[config.mk]
export PLATFORM = sky130hd
export DESIGN_NAME = bpred_top
export DESIGN_NICKNAME = d
export VERILOG_FILES = /design/src/rtl/bpred_pkg.sv /design/src/rtl/bpred_hist.sv /design/src/rtl/bpred_btb.sv /design/src/rtl/bpred_resolve.sv /design/src/rtl/bpred_top.sv
export SDC_FILE = /design/constraint.sdc
export NUM_CORES = 1
export LEC_CHECK = 0
export BUFFER_PORTS_ARGS = -buffer_cell sky130_fd_sc_hd__buf_2
export CAP_MARGIN = 40
export CORE_MARGIN = 8
export CORE_UTILIZATION = 45
export DETAILED_ROUTE_END_ITERATION = 8
export HOLD_SLACK_MARGIN = 0.1
export SYNTH_ARGS = -nofsm -noshare
export SYNTH_HDL_FRONTEND = slang
export SYNTH_HIERARCHICAL = 1
export SYNTH_SLANG_ARGS = --single-unit
[constraint.sdc]
create_clock -name clk -period 8.2 [get_ports clk]
set_input_delay 1.64 -clock clk [delete_from_list [all_inputs] [get_ports clk]]
set_output_delay 1.64 -clock clk [all_outputs]
set_load 0.01 [all_outputs]
[src/rtl/bpred_pkg.sv]
package bpred_pkg;

  // Instructions are word aligned: the two lowest address bits never index a table.
  localparam int unsigned ALIGN_W     = 2;
  localparam int unsigned INSTR_BYTES = 4;

  // Resolution outcome handed from the resolve unit to the storage units.
  typedef struct packed {
    logic dir_we;   // direction bit must be rewritten
    logic dir_bit;  // value to write
    logic tgt_we;   // target entry must be written
  } bpred_wr_t;

endpackage

[src/rtl/bpred_hist.sv]
module bpred_hist #(
  parameter int unsigned ENTRIES = 64,
  parameter int unsigned IDX_W   = $clog2(ENTRIES)
) (
  input  logic             clk,
  input  logic             rst,
  input  logic             rd_en,
  input  logic [IDX_W-1:0] rd_idx,
  output logic             rd_bit,
  input  logic             wr_en,
  input  logic [IDX_W-1:0] wr_idx,
  input  logic             wr_bit
);

  logic [ENTRIES-1:0] bits_q;

  // One flop per entry so the whole table clears on reset.
  for (genvar g = 0; g < ENTRIES; g++) begin : g_entry
    always_ff @(posedge clk) begin
      if (rst) begin
        bits_q[g] <= 1'b0;
      end else if (wr_en && (wr_idx == IDX_W'(g))) begin
        bits_q[g] <= wr_bit;
      end
    end
  end

  // Registered read of the pre-write contents.
  always_ff @(posedge clk) begin
    if (rst) begin
      rd_bit <= 1'b0;
    end else if (rd_en) begin
      rd_bit <= bits_q[rd_idx];
    end
  end

endmodule

[src/rtl/bpred_btb.sv]
module bpred_btb #(
  parameter int unsigned ENTRIES = 16,
  parameter int unsigned IDX_W   = $clog2(ENTRIES),
  parameter int unsigned TAG_W   = 26,
  parameter int unsigned PC_W    = 32
) (
  input  logic             clk,
  input  logic             rst,
  input  logic             rd_en,
  input  logic [IDX_W-1:0] rd_idx,
  output logic             rd_valid,
  output logic [TAG_W-1:0] rd_tag,
  output logic [PC_W-1:0]  rd_tgt,
  input  logic             wr_en,
  input  logic [IDX_W-1:0] wr_idx,
  input  logic [TAG_W-1:0] wr_tag,
  input  logic [PC_W-1:0]  wr_tgt
);

  logic [ENTRIES-1:0] valid_q;
  logic [TAG_W-1:0]   tag_mem [ENTRIES];
  logic [PC_W-1:0]    tgt_mem [ENTRIES];

  // Valid flags live in flops so reset can clear them in one cycle.
  always_ff @(posedge clk) begin
    if (rst) begin
      valid_q <= '0;
    end else if (wr_en) begin
      valid_q[wr_idx] <= 1'b1;
    end
  end

  // Tag and target payload: plain RAM, single write port.
  always_ff @(posedge clk) begin
    if (wr_en) begin
      tag_mem[wr_idx] <= wr_tag;
      tgt_mem[wr_idx] <= wr_tgt;
    end
  end

  // Synchronous read, read-first with respect to a same-edge write.
  always_ff @(posedge clk) begin
    if (rd_en) begin
      rd_tag <= tag_mem[rd_idx];
      rd_tgt <= tgt_mem[rd_idx];
    end
  end

  always_ff @(posedge clk) begin
    if (rst) begin
      rd_valid <= 1'b0;
    end else if (rd_en) begin
      rd_valid <= valid_q[rd_idx];
    end
  end

endmodule

[src/rtl/bpred_resolve.sv]
module bpred_resolve
  import bpred_pkg::*;
#(
  parameter int unsigned PC_W = 32
) (
  input  logic            clk,
  input  logic            rst,
  input  logic            up_valid,
  input  logic [PC_W-1:0] up_pc,
  input  logic            up_taken,
  input  logic [PC_W-1:0] up_target,
  input  logic            up_pred_taken,
  input  logic [PC_W-1:0] up_pred_next,
  output bpred_wr_t       wr,
  output logic            mispredict,
  output logic [PC_W-1:0] redirect_pc
);

  logic [PC_W-1:0] actual_next;
  logic            next_wrong;

  always_comb begin
    actual_next = up_taken ? up_target : (up_pc + PC_W'(INSTR_BYTES));
    next_wrong  = (actual_next != up_pred_next);
    wr.dir_we   = up_valid && (up_taken != up_pred_taken);
    wr.dir_bit  = up_taken;
    wr.tgt_we   = up_valid && up_taken;
  end

  always_ff @(posedge clk) begin
    if (rst) begin
      mispredict  <= 1'b0;
      redirect_pc <= '0;
    end else begin
      mispredict  <= up_valid && next_wrong;
      redirect_pc <= actual_next;
    end
  end

endmodule

[src/rtl/bpred_top.sv]
module bpred_top
  import bpred_pkg::*;
#(
  parameter int unsigned PC_W         = 32,
  parameter int unsigned HIST_ENTRIES = 64,
  parameter int unsigned BTB_ENTRIES  = 16
) (
  input  logic            clk,
  input  logic            rst,
  input  logic            lk_valid,
  input  logic [PC_W-1:0] lk_pc,
  output logic            pr_valid,
  output logic            pr_taken,
  output logic [PC_W-1:0] pr_next_pc,
  input  logic            up_valid,
  input  logic [PC_W-1:0] up_pc,
  input  logic            up_taken,
  input  logic [PC_W-1:0] up_target,
  input  logic            up_pred_taken,
  input  logic [PC_W-1:0] up_pred_next,
  output logic            mispredict,
  output logic [PC_W-1:0] redirect_pc
);

  localparam int unsigned HIST_IDX_W = $clog2(HIST_ENTRIES);
  localparam int unsigned BTB_IDX_W  = $clog2(BTB_ENTRIES);
  localparam int unsigned TAG_LSB    = ALIGN_W + BTB_IDX_W;
  localparam int unsigned TAG_W      = PC_W - TAG_LSB;

  // Stage 1: table read in flight.
  logic            s1_valid;
  logic [PC_W-1:0] s1_pc;
  logic            s1_dir;
  logic            s1_bvalid;
  logic [TAG_W-1:0] s1_tag;
  logic [PC_W-1:0] s1_tgt;

  // Stage 2 combinational select.
  logic            s2_hit;
  logic [PC_W-1:0] s2_next;

  bpred_wr_t wr;

  always_ff @(posedge clk) begin
    if (rst) begin
      s1_valid <= 1'b0;
      s1_pc    <= '0;
    end else begin
      s1_valid <= lk_valid;
      if (lk_valid) begin
        s1_pc <= lk_pc;
      end
    end
  end

  bpred_hist #(
    .ENTRIES (HIST_ENTRIES),
    .IDX_W   (HIST_IDX_W)
  ) u_hist (
    .clk    (clk),
    .rst    (rst),
    .rd_en  (lk_valid),
    .rd_idx (lk_pc[ALIGN_W +: HIST_IDX_W]),
    .rd_bit (s1_dir),
    .wr_en  (wr.dir_we),
    .wr_idx (up_pc[ALIGN_W +: HIST_IDX_W]),
    .wr_bit (wr.dir_bit)
  );

  bpred_btb #(
    .ENTRIES (BTB_ENTRIES),
    .IDX_W   (BTB_IDX_W),
    .TAG_W   (TAG_W),
    .PC_W    (PC_W)
  ) u_btb (
    .clk      (clk),
    .rst      (rst),
    .rd_en    (lk_valid),
    .rd_idx   (lk_pc[ALIGN_W +: BTB_IDX_W]),
    .rd_valid (s1_bvalid),
    .rd_tag   (s1_tag),
    .rd_tgt   (s1_tgt),
    .wr_en    (wr.tgt_we),
    .wr_idx   (up_pc[ALIGN_W +: BTB_IDX_W]),
    .wr_tag   (up_pc[PC_W-1:TAG_LSB]),
    .wr_tgt   (up_target)
  );

  bpred_resolve #(
    .PC_W (PC_W)
  ) u_resolve (
    .clk           (clk),
    .rst           (rst),
    .up_valid      (up_valid),
    .up_pc         (up_pc),
    .up_taken      (up_taken),
    .up_target     (up_target),
    .up_pred_taken (up_pred_taken),
    .up_pred_next  (up_pred_next),
    .wr            (wr),
    .mispredict    (mispredict),
    .redirect_pc   (redirect_pc)
  );

  always_comb begin
    s2_hit  = s1_bvalid && (s1_tag == s1_pc[PC_W-1:TAG_LSB]);
    s2_next = (s1_dir && s2_hit) ? s1_tgt : (s1_pc + PC_W'(INSTR_BYTES));
  end

  // Stage 2: registered prediction outputs.
  always_ff @(posedge clk) begin
    if (rst) begin
      pr_valid   <= 1'b0;
      pr_taken   <= 1'b0;
      pr_next_pc <= '0;
    end else begin
      pr_valid   <= s1_valid;
      pr_taken   <= s1_valid && s1_dir;
      pr_next_pc <= s2_next;
    end
  end

endmodule

==> results.sh <==
export IMPL_p_total_w=0.0129
export IMPL_die_w_um=340
export IMPL_fmax_mhz=233
export IMPL_critPathKind="in -> reg"
export IMPL_rsz0062_at_grt="false"
export IMPL_cts_root_buf="clkbuf_16"
export IMPL_synth_cell_types=76
export IMPL_grtUsageTotal_pct=22.3
export IMPL_synth_most_common_cell="edfxtp_1"
export IMPL_die_height_um=340
export IMPL_drcViolationCount=0
export IMPL_outcome="completed"
export IMPL_drive_gt1_share_pct=28.4
export IMPL_cp_max_fo=46
export IMPL_end_kind="register"
export IMPL_p_int_w=0.0101
export IMPL_rr_worst_depth=5
export IMPL_drtIter0Drc=2904
export IMPL_tightestPinTransition_ns=1.03
export IMPL_synth_edff_count=986
export IMPL_initial_utilization_pct=45.4
export IMPL_hold_end="u_hist/bits_q[48]"
export IMPL_ios=201
export IMPL_cp_startpoint="up_taken"
export IMPL_fillCellCount=8230
export IMPL_synthFlopType="edfxtp_1"
export IMPL_place_congestion=0.906
export IMPL_regArea_um2=33300
export IMPL_grt_antenna_before_repair=22
export IMPL_cap_violations=0
export IMPL_yosys_warnings=6
export IMPL_min_from="u_hist/bits_q[48]"
export IMPL_drv_slew=0
export IMPL_drtAntennaViolNets=0
export IMPL_switching_share_pct=21.7
export IMPL_clk_path_buf_depth=3
export IMPL_cellLeakagePower_nw=17.9
export IMPL_htreeDepth=3
export IMPL_grt_pass1_wl_mm=189
export IMPL_multi_input_area_um2=13100
export IMPL_path_clk_slew_ns=0.06
export IMPL_wl_per_cell_um=30.6
export IMPL_max_slew_margin_pct=31.3
export IMPL_cts_hold_buf=0
export IMPL_worstPathArrival_ns=4.61
export IMPL_coreArea_um2=104000
export IMPL_hpwl_mm=82.5
export IMPL_die_area_um2=115000
export IMPL_required_ns=8.51
export IMPL_syn_num_nets=2728
export IMPL_clock_sinks=1168
export IMPL_finalCriticalPeriod_ns=4.30
export IMPL_synthCells=2592
export IMPL_p_per_area_nw_per_um2=239
export IMPL_crit_path_start_kind="input port"
export IMPL_period_share_pct=52.4
export IMPL_syn_avg_cell_area_um2=18.2
export IMPL_finalClockSkew_ns=0.0232
export IMPL_postCtsSetupBuffers=0
export IMPL_row_count=118
export IMPL_overflow=0
export IMPL_finalSetupViolations=0
export IMPL_grt_max_degree=136
export IMPL_ir_worst_vdd_mv=0.175
export IMPL_fin_setup_tns_ns=0
export IMPL_synth_seq_cells=1168
export IMPL_cts_tree="yes"
export IMPL_worstReg2RegEnd="pr_next_pc[15]"
export IMPL_async_reset_ff_share_pct=0
export IMPL_comb_power_share_pct=6.0
export IMPL_vias=25900
export IMPL_syn2layout_area_growth_pct=14.4
export IMPL_power_share_sequential_pct=51.3
export IMPL_rrSetupSlack_ns=5.18
export IMPL_synth_top_cells_by_area="edfxtp_1 63%, mux4_2 14%, dfxtp_1 7.7%, mux2i_1 1.8%, nor2_1 1.6%"
export IMPL_wl_mm=132
export IMPL_cts_buffers=117
export IMPL_yosys_area_top_type_share_pct=62.8
export IMPL_finalHoldViolCount=0
export IMPL_via_per_inst=6.02
export IMPL_yosysTopAreaCell="edfxtp_1"
export IMPL_cts_resized_gates=0
export IMPL_clockPowerShare_pct=42.6
export IMPL_worstHoldPathCells=2
export IMPL_synthTopCellsByCount="986 x edfxtp_1, 294 x mux4_2, 199 x nor2_1"
export IMPL_rr_startpoint="s1_pc[7]"
export IMPL_first_global_vias=26000
export IMPL_synth_area_um2=47200
export IMPL_clkLatencyLatePin_ns=0.70
export IMPL_yosysSeqAreaShare_pct=70.5
export IMPL_io_buffers=200
export IMPL_drtPass1Iterations=7
export IMPL_p_switching_w=0.00280
export IMPL_final_nets=2960
export IMPL_hold_class="reg -> reg"
==> cells by family (layout without fill, tap and decap cells) <==
family,Yosys count,after routing,synth area share [%]
adder cells (fa/ha/maj),2,2,0.0531
multiplexers,413,413,17.0
other,0,7,0
XOR/XNOR,136,136,2.53
AO/OA/AOI/OAI,165,165,2.28
AND/OR/NAND/NOR,543,543,5.78
flip-flops,1168,1168,70.5
buffers and inverters,165,497,1.88
==> per-layer routing <==
layer / GRT usage (%) / share of wire (%) / wire length, um
met5: 0 / 0.034 / 45
met3: 5.24 / 8.7 / 11500
met1: 32.0 / 43 / 56700
met2: 34.9 / 46 / 60900
met4: 4.95 / 2.2 / 2860
==> state kept, by name, indices dropped and copies added (netlist names) <==
signal                 cells
u_resolve/mispredict       1
u_btb/rd_tag              26
u_resolve/redirect_pc     32
pr_taken                   1
pr_next_pc                32
u_hist/bits_q             64
u_btb/valid_q             16
s1_valid                   1
u_btb/tag_mem            416
u_btb/tgt_mem            512
s1_pc                     32
u_btb/rd_valid             1
pr_valid                   1
u_hist/rd_bit              1
u_btb/rd_tgt              32
==> worst max-delay path by stage <==
| stage | endpoint | cells past startpoint |
|---|---|---|
| floorplan | u_btb/tag_mem[14][0] | 7 |
| global placement | u_btb/tag_mem[4][10] | 6 |
| detailed placement | u_btb/tag_mem[8][11] | 6 |
| CTS | u_btb/tgt_mem[8][29] | 6 |
| global route | u_btb/tgt_mem[8][28] | 6 |
| finish | u_btb/tag_mem[8][8] | 6 |
==> metrics by stage <==
step                      worst slack [ns]  area [um2]  std cells  hold WS (ns)  util [%]
after floorplan                      0.576       47200       2592         0.432         -
after global placement                3.06       49600       4068         0.437      47.8
after detailed placement              3.26       49900       4083         0.452      48.1
after CTS                             4.00       53900       4302         0.459      52.0
after global routing                  3.80       53900       4305         0.491      52.0
final                                 3.90       54000       4311         0.461      52.0
==> critical path, stage by stage <==
cell and delay, ns:
buf_4 0.42, inv_1 0.14, nor2_1 0.31, or3b_2 0.57, nor2_4 0.69, buf_4 0.77
==> placed cells by master, fill, tap and decap left out, drive strengths merged, types with 8 or more instances in the layout <==
cell type  count
nand2b        15
o21ai         32
xor2          64
nand2        114
buf          262
nor3          46
mux4         304
inv           26
dfxtp        182
a21oi         56
nor2b         22
mux2i         86
nand4         28
xnor2         72
clkinv        26
nor2         200
and3           8
clkbuf       167
a211oi        27
edfxtp       986
bufinv         9
nand3         40
mux2          23
nor4          21
or4            9
==> area by class of cell <==
cell class,instances,area share [%]
antenna,7,0.0325
clock buffer,166,6.47
clock inverter,53,1.01
inverter,15,0.104
multi-input combinational,1259,24.3
sequential,1168,61.6
tap,1380,3.20
timing repair buffer,263,3.23
==> power groups by stage <==
stage / Sequential, W / Combinational [W] / Clock [W]
3_3_place_gp: 0.00675 / 0.000762 / 0
3_5_place_dp: 0.00675 / 0.000779 / 0
2_1_floorplan: 0.00672 / 0.000438 / 0
4_1_cts: 0.00662 / 0.000781 / 0.00561
6_report: 0.00662 / 0.000778 / 0.00550
5_1_grt: 0.00663 / 0.000826 / 0.00581
(Power assumes the default switching activity.)
